### src/rtl/fmac_pkg.sv
`timescale 1ns/1ps
package fmac_pkg;

    typedef enum logic [1:0] {
        OP_LOAD = 2'b00,
        OP_ADD  = 2'b01,
        OP_SUB  = 2'b10,
        OP_CLR  = 2'b11
    } fmac_op_e;

endpackage

### src/rtl/fmac_mult.sv
`timescale 1ns/1ps
module fmac_mult #(
    parameter int DATA_W  = 16,
    parameter int GUARD_W = 4
) (
    input  logic [DATA_W-1:0]           a,
    input  logic [DATA_W-1:0]           b,
    input  logic                        frac_mode,
    output logic [2*DATA_W+GUARD_W-1:0] prod
);
    localparam int PROD_W = 2 * DATA_W;
    localparam logic [DATA_W-1:0] OPND_MIN = {1'b1, {(DATA_W-1){1'b0}}};
    localparam logic [PROD_W-1:0] PROD_MAX = {1'b0, {(PROD_W-1){1'b1}}};

    logic signed [PROD_W-1:0] raw;
    logic        [PROD_W-1:0] scaled;
    logic                     corner;

    always_comb begin
        raw    = $signed(a) * $signed(b);
        corner = (a == OPND_MIN) && (b == OPND_MIN);
        if (!frac_mode) begin
            scaled = raw;
        end else if (corner) begin
            scaled = PROD_MAX;
        end else begin
            scaled = {raw[PROD_W-2:0], 1'b0};
        end
        prod = {{GUARD_W{scaled[PROD_W-1]}}, scaled};
    end

endmodule

### src/rtl/fmac_limit.sv
`timescale 1ns/1ps
module fmac_limit #(
    parameter int PROD_W  = 32,
    parameter int GUARD_W = 4
) (
    input  logic [PROD_W+GUARD_W-1:0] val,
    output logic [PROD_W-1:0]         lim,
    output logic                      hit
);
    localparam int ACC_W = PROD_W + GUARD_W;
    localparam logic [PROD_W-1:0] POS_SAT = {1'b0, {(PROD_W-1){1'b1}}};
    localparam logic [PROD_W-1:0] NEG_SAT = {1'b1, {(PROD_W-1){1'b0}}};

    logic [GUARD_W:0] top;

    always_comb begin
        top = val[ACC_W-1:PROD_W-1];
        hit = !((&top) || !(|top));
        if (!hit) begin
            lim = val[PROD_W-1:0];
        end else if (val[ACC_W-1]) begin
            lim = NEG_SAT;
        end else begin
            lim = POS_SAT;
        end
    end

endmodule

### src/rtl/fmac_unit.sv
`timescale 1ns/1ps
module fmac_unit #(
    parameter int DATA_W  = 16,
    parameter int GUARD_W = 4,
    parameter int NUM_ACC = 4
) (
    input  logic                                   clk,
    input  logic                                   rst,
    input  logic                                   op_valid,
    input  logic [1:0]                             op,
    input  logic [((NUM_ACC > 1) ? $clog2(NUM_ACC) : 1)-1:0] acc_sel,
    input  logic                                   frac_mode,
    input  logic [DATA_W-1:0]                      a,
    input  logic [DATA_W-1:0]                      b,
    output logic [2*DATA_W+GUARD_W-1:0]            acc_out,
    output logic [2*DATA_W-1:0]                    lim_out,
    output logic                                   lim_flag,
    output logic                                   ovf_sticky
);
    import fmac_pkg::*;

    localparam int PROD_W = 2 * DATA_W;
    localparam int ACC_W  = PROD_W + GUARD_W;
    localparam logic [PROD_W-1:0] POS_SAT = {1'b0, {(PROD_W-1){1'b1}}};
    localparam logic [PROD_W-1:0] NEG_SAT = {1'b1, {(PROD_W-1){1'b0}}};
    localparam logic [DATA_W-1:0] OPND_MIN = {1'b1, {(DATA_W-1){1'b0}}};

    typedef struct packed {
        logic [NUM_ACC-1:0][ACC_W-1:0] acc;
        logic                          ovf;
    } state_t;

    state_t           state_d, state_q;
    logic [ACC_W-1:0] prod;
    logic [ACC_W-1:0] cur_acc;
    logic [ACC_W-1:0] wr_val;
    logic [PROD_W-1:0] wr_lim;
    logic             wr_hit;

    fmac_mult #(.DATA_W(DATA_W), .GUARD_W(GUARD_W)) u_mult (
        .a         (a),
        .b         (b),
        .frac_mode (frac_mode),
        .prod      (prod)
    );

    // Limiter on the write path: decides whether the new value would clamp.
    fmac_limit #(.PROD_W(PROD_W), .GUARD_W(GUARD_W)) u_wr_limit (
        .val (wr_val),
        .lim (wr_lim),
        .hit (wr_hit)
    );

    // Limiter on the read path: drives the clamped output.
    fmac_limit #(.PROD_W(PROD_W), .GUARD_W(GUARD_W)) u_rd_limit (
        .val (cur_acc),
        .lim (lim_out),
        .hit (lim_flag)
    );

    always_comb begin
        cur_acc = state_q.acc[acc_sel];
        unique case (fmac_op_e'(op))
            OP_LOAD: wr_val = prod;
            OP_ADD:  wr_val = cur_acc + prod;
            OP_SUB:  wr_val = cur_acc - prod;
            default: wr_val = '0;
        endcase

        state_d = state_q;
        if (op_valid) begin
            state_d.acc[acc_sel] = wr_val;
            if (wr_hit) begin
                state_d.ovf = 1'b1;
            end
        end
    end

    always_ff @(posedge clk) begin
        if (rst) begin
            state_q <= '0;
        end else begin
            state_q <= state_d;
        end
    end

    assign acc_out    = cur_acc;
    assign ovf_sticky = state_q.ovf;

    // Assertions next to the datapath they guard.
    a_r2_load_takes_product : assert property (@(posedge clk) disable iff (rst)
        (op_valid && op == OP_LOAD) |=> state_q.acc[$past(acc_sel)] == $past(prod));

    a_r5_clear_zeroes : assert property (@(posedge clk) disable iff (rst)
        (op_valid && op == OP_CLR) |=> state_q.acc[$past(acc_sel)] == '0);

    a_r6_frac_corner : assert property (@(posedge clk) disable iff (rst)
        (op_valid && op == OP_LOAD && frac_mode && a == OPND_MIN && b == OPND_MIN)
        |=> state_q.acc[$past(acc_sel)] == {{GUARD_W{1'b0}}, POS_SAT});

    a_r7_idle_hold : assert property (@(posedge clk) disable iff (rst)
        !op_valid |=> $stable(state_q.acc));

    a_r9_pass_through : assert property (@(posedge clk) disable iff (rst)
        !lim_flag |-> acc_out == {{GUARD_W{lim_out[PROD_W-1]}}, lim_out});

    a_r10_clamp_value : assert property (@(posedge clk) disable iff (rst)
        lim_flag |-> (lim_out == POS_SAT || lim_out == NEG_SAT));

    a_r11_sticky_holds : assert property (@(posedge clk) disable iff (rst)
        state_q.ovf |=> state_q.ovf);

endmodule

### config.mk
export PLATFORM = sky130hd
export DESIGN_NAME = fmac_unit
export DESIGN_NICKNAME = d
export VERILOG_FILES = /design/src/rtl/fmac_pkg.sv /design/src/rtl/fmac_mult.sv /design/src/rtl/fmac_limit.sv /design/src/rtl/fmac_unit.sv
export SDC_FILE = /design/constraint.sdc
export NUM_CORES = 1
export LEC_CHECK = 0
export CAP_MARGIN = 20
export CORE_UTILIZATION = 55
export DETAILED_ROUTE_END_ITERATION = 7
export PLACE_DENSITY = 0.74
export SYNTH_ARGS = -nofsm -noshare
export SYNTH_HDL_FRONTEND = slang
export SYNTH_HIERARCHICAL = 1
export SYNTH_SLANG_ARGS = --single-unit
### constraint.sdc
create_clock -name clk -period 15.3 [get_ports clk]
set_clock_uncertainty 0.2 [all_clocks]
set_input_delay 3.825 -clock clk [delete_from_list [all_inputs] [get_ports clk]]
set_output_delay 3.825 -clock clk [all_outputs]
set_load 0.005 [all_outputs]
==> metrics.cfg <==
[status]
status=complete, no violations

[floorplanning]
rows=70
initial_core_util_pct=56.1
num_io_pins=110
core-area_sq_mm=0.0368
die_w_um=196
dieHeight_um=196
dieArea_sq_mm=0.0383

[detailed_routing]
first_pass_iters=6
drc=0
post_drt_wl_per_cell_um=19.8
drt_iter0_drc=1586
vias_per_cell=6.05
ant_nets=0
wirelength_um=58300
via_count=17800

[clock_network]
clock-root-buffer=clkbuf_16
cts_num_sinks=145
clockBufferDepth=2
tritoncts=done
insertion_delay_ns=0.44
cts_buffers=17
clkTransAtPathRegs_ns=0.07
cts_hold_buffers=0
cts.htree.levels=4

[sta]
fmax_mhz=68.3
slew_headroom_pct=30.4
finalHoldViolCount=0
setup_viol=0
rsz0062_at_grt=false
finalCritPeriodShare_pct=95.7
period_needed_ns=14.64
drv_slew=0
fin_setup_tns_ns=0
worst_pin_slew_ns=1.04

[synthesis]
synth_nets=2878
synth_warnings=6
synth_area_sq_mm=0.0206
synthCells=2454
avgSynthCellArea_sq_um=8.41

[global_route]
antenna_found_initial=0
grt_max_degree=113
grt_use_total_pct=31.9
grt_pass1_vias=18700
overflow=0
grt_pass1_wl_um=96200

[finish]
nets=2891
syn2layout_area_growth_pct=9.24
antenna_cells=0
drive_gt1_share_pct=7.18

[placed_design]
port_buffers=109
place_congestion=0.967
hpwl_um=45300

[worst_hold_path]
hp-class=register to register

[job]
drv_cap=0

[worst_setup_path]
worst-path-buf-inv=5
crit_family=adder cells
slowest_delay_ns=0.68
worstSetupPathType=input port to register
startpoint_type=input port
cp_max_fo=17
r2r_slack_ns=10.57
path_common_cell=fa_1
cp-end-kind=register
worst-endpoint-arrival_ns=14.75
crit_slowest_cell=clkdlybuf4s50_1
required_ns=15.42

==> path summary, 6_finish.rpt <==
path                                  from                  endpoint  depth (start not counted)
setup / recovery                      b[6]   ovf_sticky$_SDFFE_PP0P_                         39
hold / removal    state_q[43]$_SDFFE_PP0P_  state_q[43]$_SDFFE_PP0P_                          2
setup reg to reg  state_q[37]$_SDFFE_PP0P_   ovf_sticky$_SDFFE_PP0P_                         17
hold reg to reg   state_q[43]$_SDFFE_PP0P_  state_q[43]$_SDFFE_PP0P_                          2
==> worst reg2reg max path: stages, from the launching register on <==
cell and delay, ns:
dfxtp_1 0.34, mux4_2 0.33, inv_1 0.07, ha_1 0.22, fa_1 0.43, nor2b_1 0.18
o211ai_1 0.13, a21oi_1 0.38, o211ai_1 0.23, a21boi_0 0.44, o2111ai_1 0.27, a32oi_1 0.28
xnor2_1 0.28, o21ai_0 0.21, nor3_1 0.24, a22oi_1 0.12, a21oi_1 0.21, nor2_1 0.05
==> repair_timing <==
action,4_1_cts,5_1_grt
setup endpoints to repair,0,1
buffers inserted,0,0
endpoints found under the hold margin,0,0
resized for setup,0,1
==> layout by cell type, fill, tap and decap left out, types with 42 or more instances in the layout <==
cell type        instances
a21oi_1                126
inv_1                  346
clkdlybuf4s50_1        106
nand2_1                233
dfxtp_1                145
a211oi_1                55
ha_1                   121
and2_1                 122
nor3_1                  51
xnor2_1                 78
fa_1                   263
buf_4                   42
nor2_1                 285
nand4_1                 42
==> layer usage <==
layer	vias up	global-route usage (%)	share of wire, %	wire length [um]
met1	8803	44.0	43	25100
met5	-	0	0	0
met3	120	5.66	8.6	5000
met4	0	10.0	2.9	1680
met2	747	51.1	46	26500
li1	8175	-	-	-
==> state kept, by name (all words and copies together), names as in the netlist <==
name        flops
ovf_sticky      1
state_q       144
==> final cells by class <==
class	instances	area [sq um]
well taps	468	586
flip-flops and latches	145	2900
clock inverters	13	144
fillers	3219	14200
repair buffers	154	1470
multi-input cells	1803	15700
inverters	346	1300
clock buffers	19	443
==> through the flow <==
| step | util (%) | setup slack [ns] | instance area [sq um] | hold WS [ns] | cells |
|---|---|---|---|---|---|
| global route | 61.3 | 0.0433 | 22500 | 0.272 | 2948 |
| detailed placement | 59.5 | 0.349 | 21900 | 0.247 | 2913 |
| finish | 61.3 | 0.664 | 22500 | 0.256 | 2948 |
| global placement | 59.4 | 0.620 | 21900 | 0.240 | 2912 |
| CTS | 61.1 | 0.698 | 22500 | 0.256 | 2945 |
| floorplan | - | 1.87 | 20600 | 0.233 | 2454 |
Power is not shown: default switching activity piles up to over one toggle a cycle in this logic, so the estimate is an artifact.
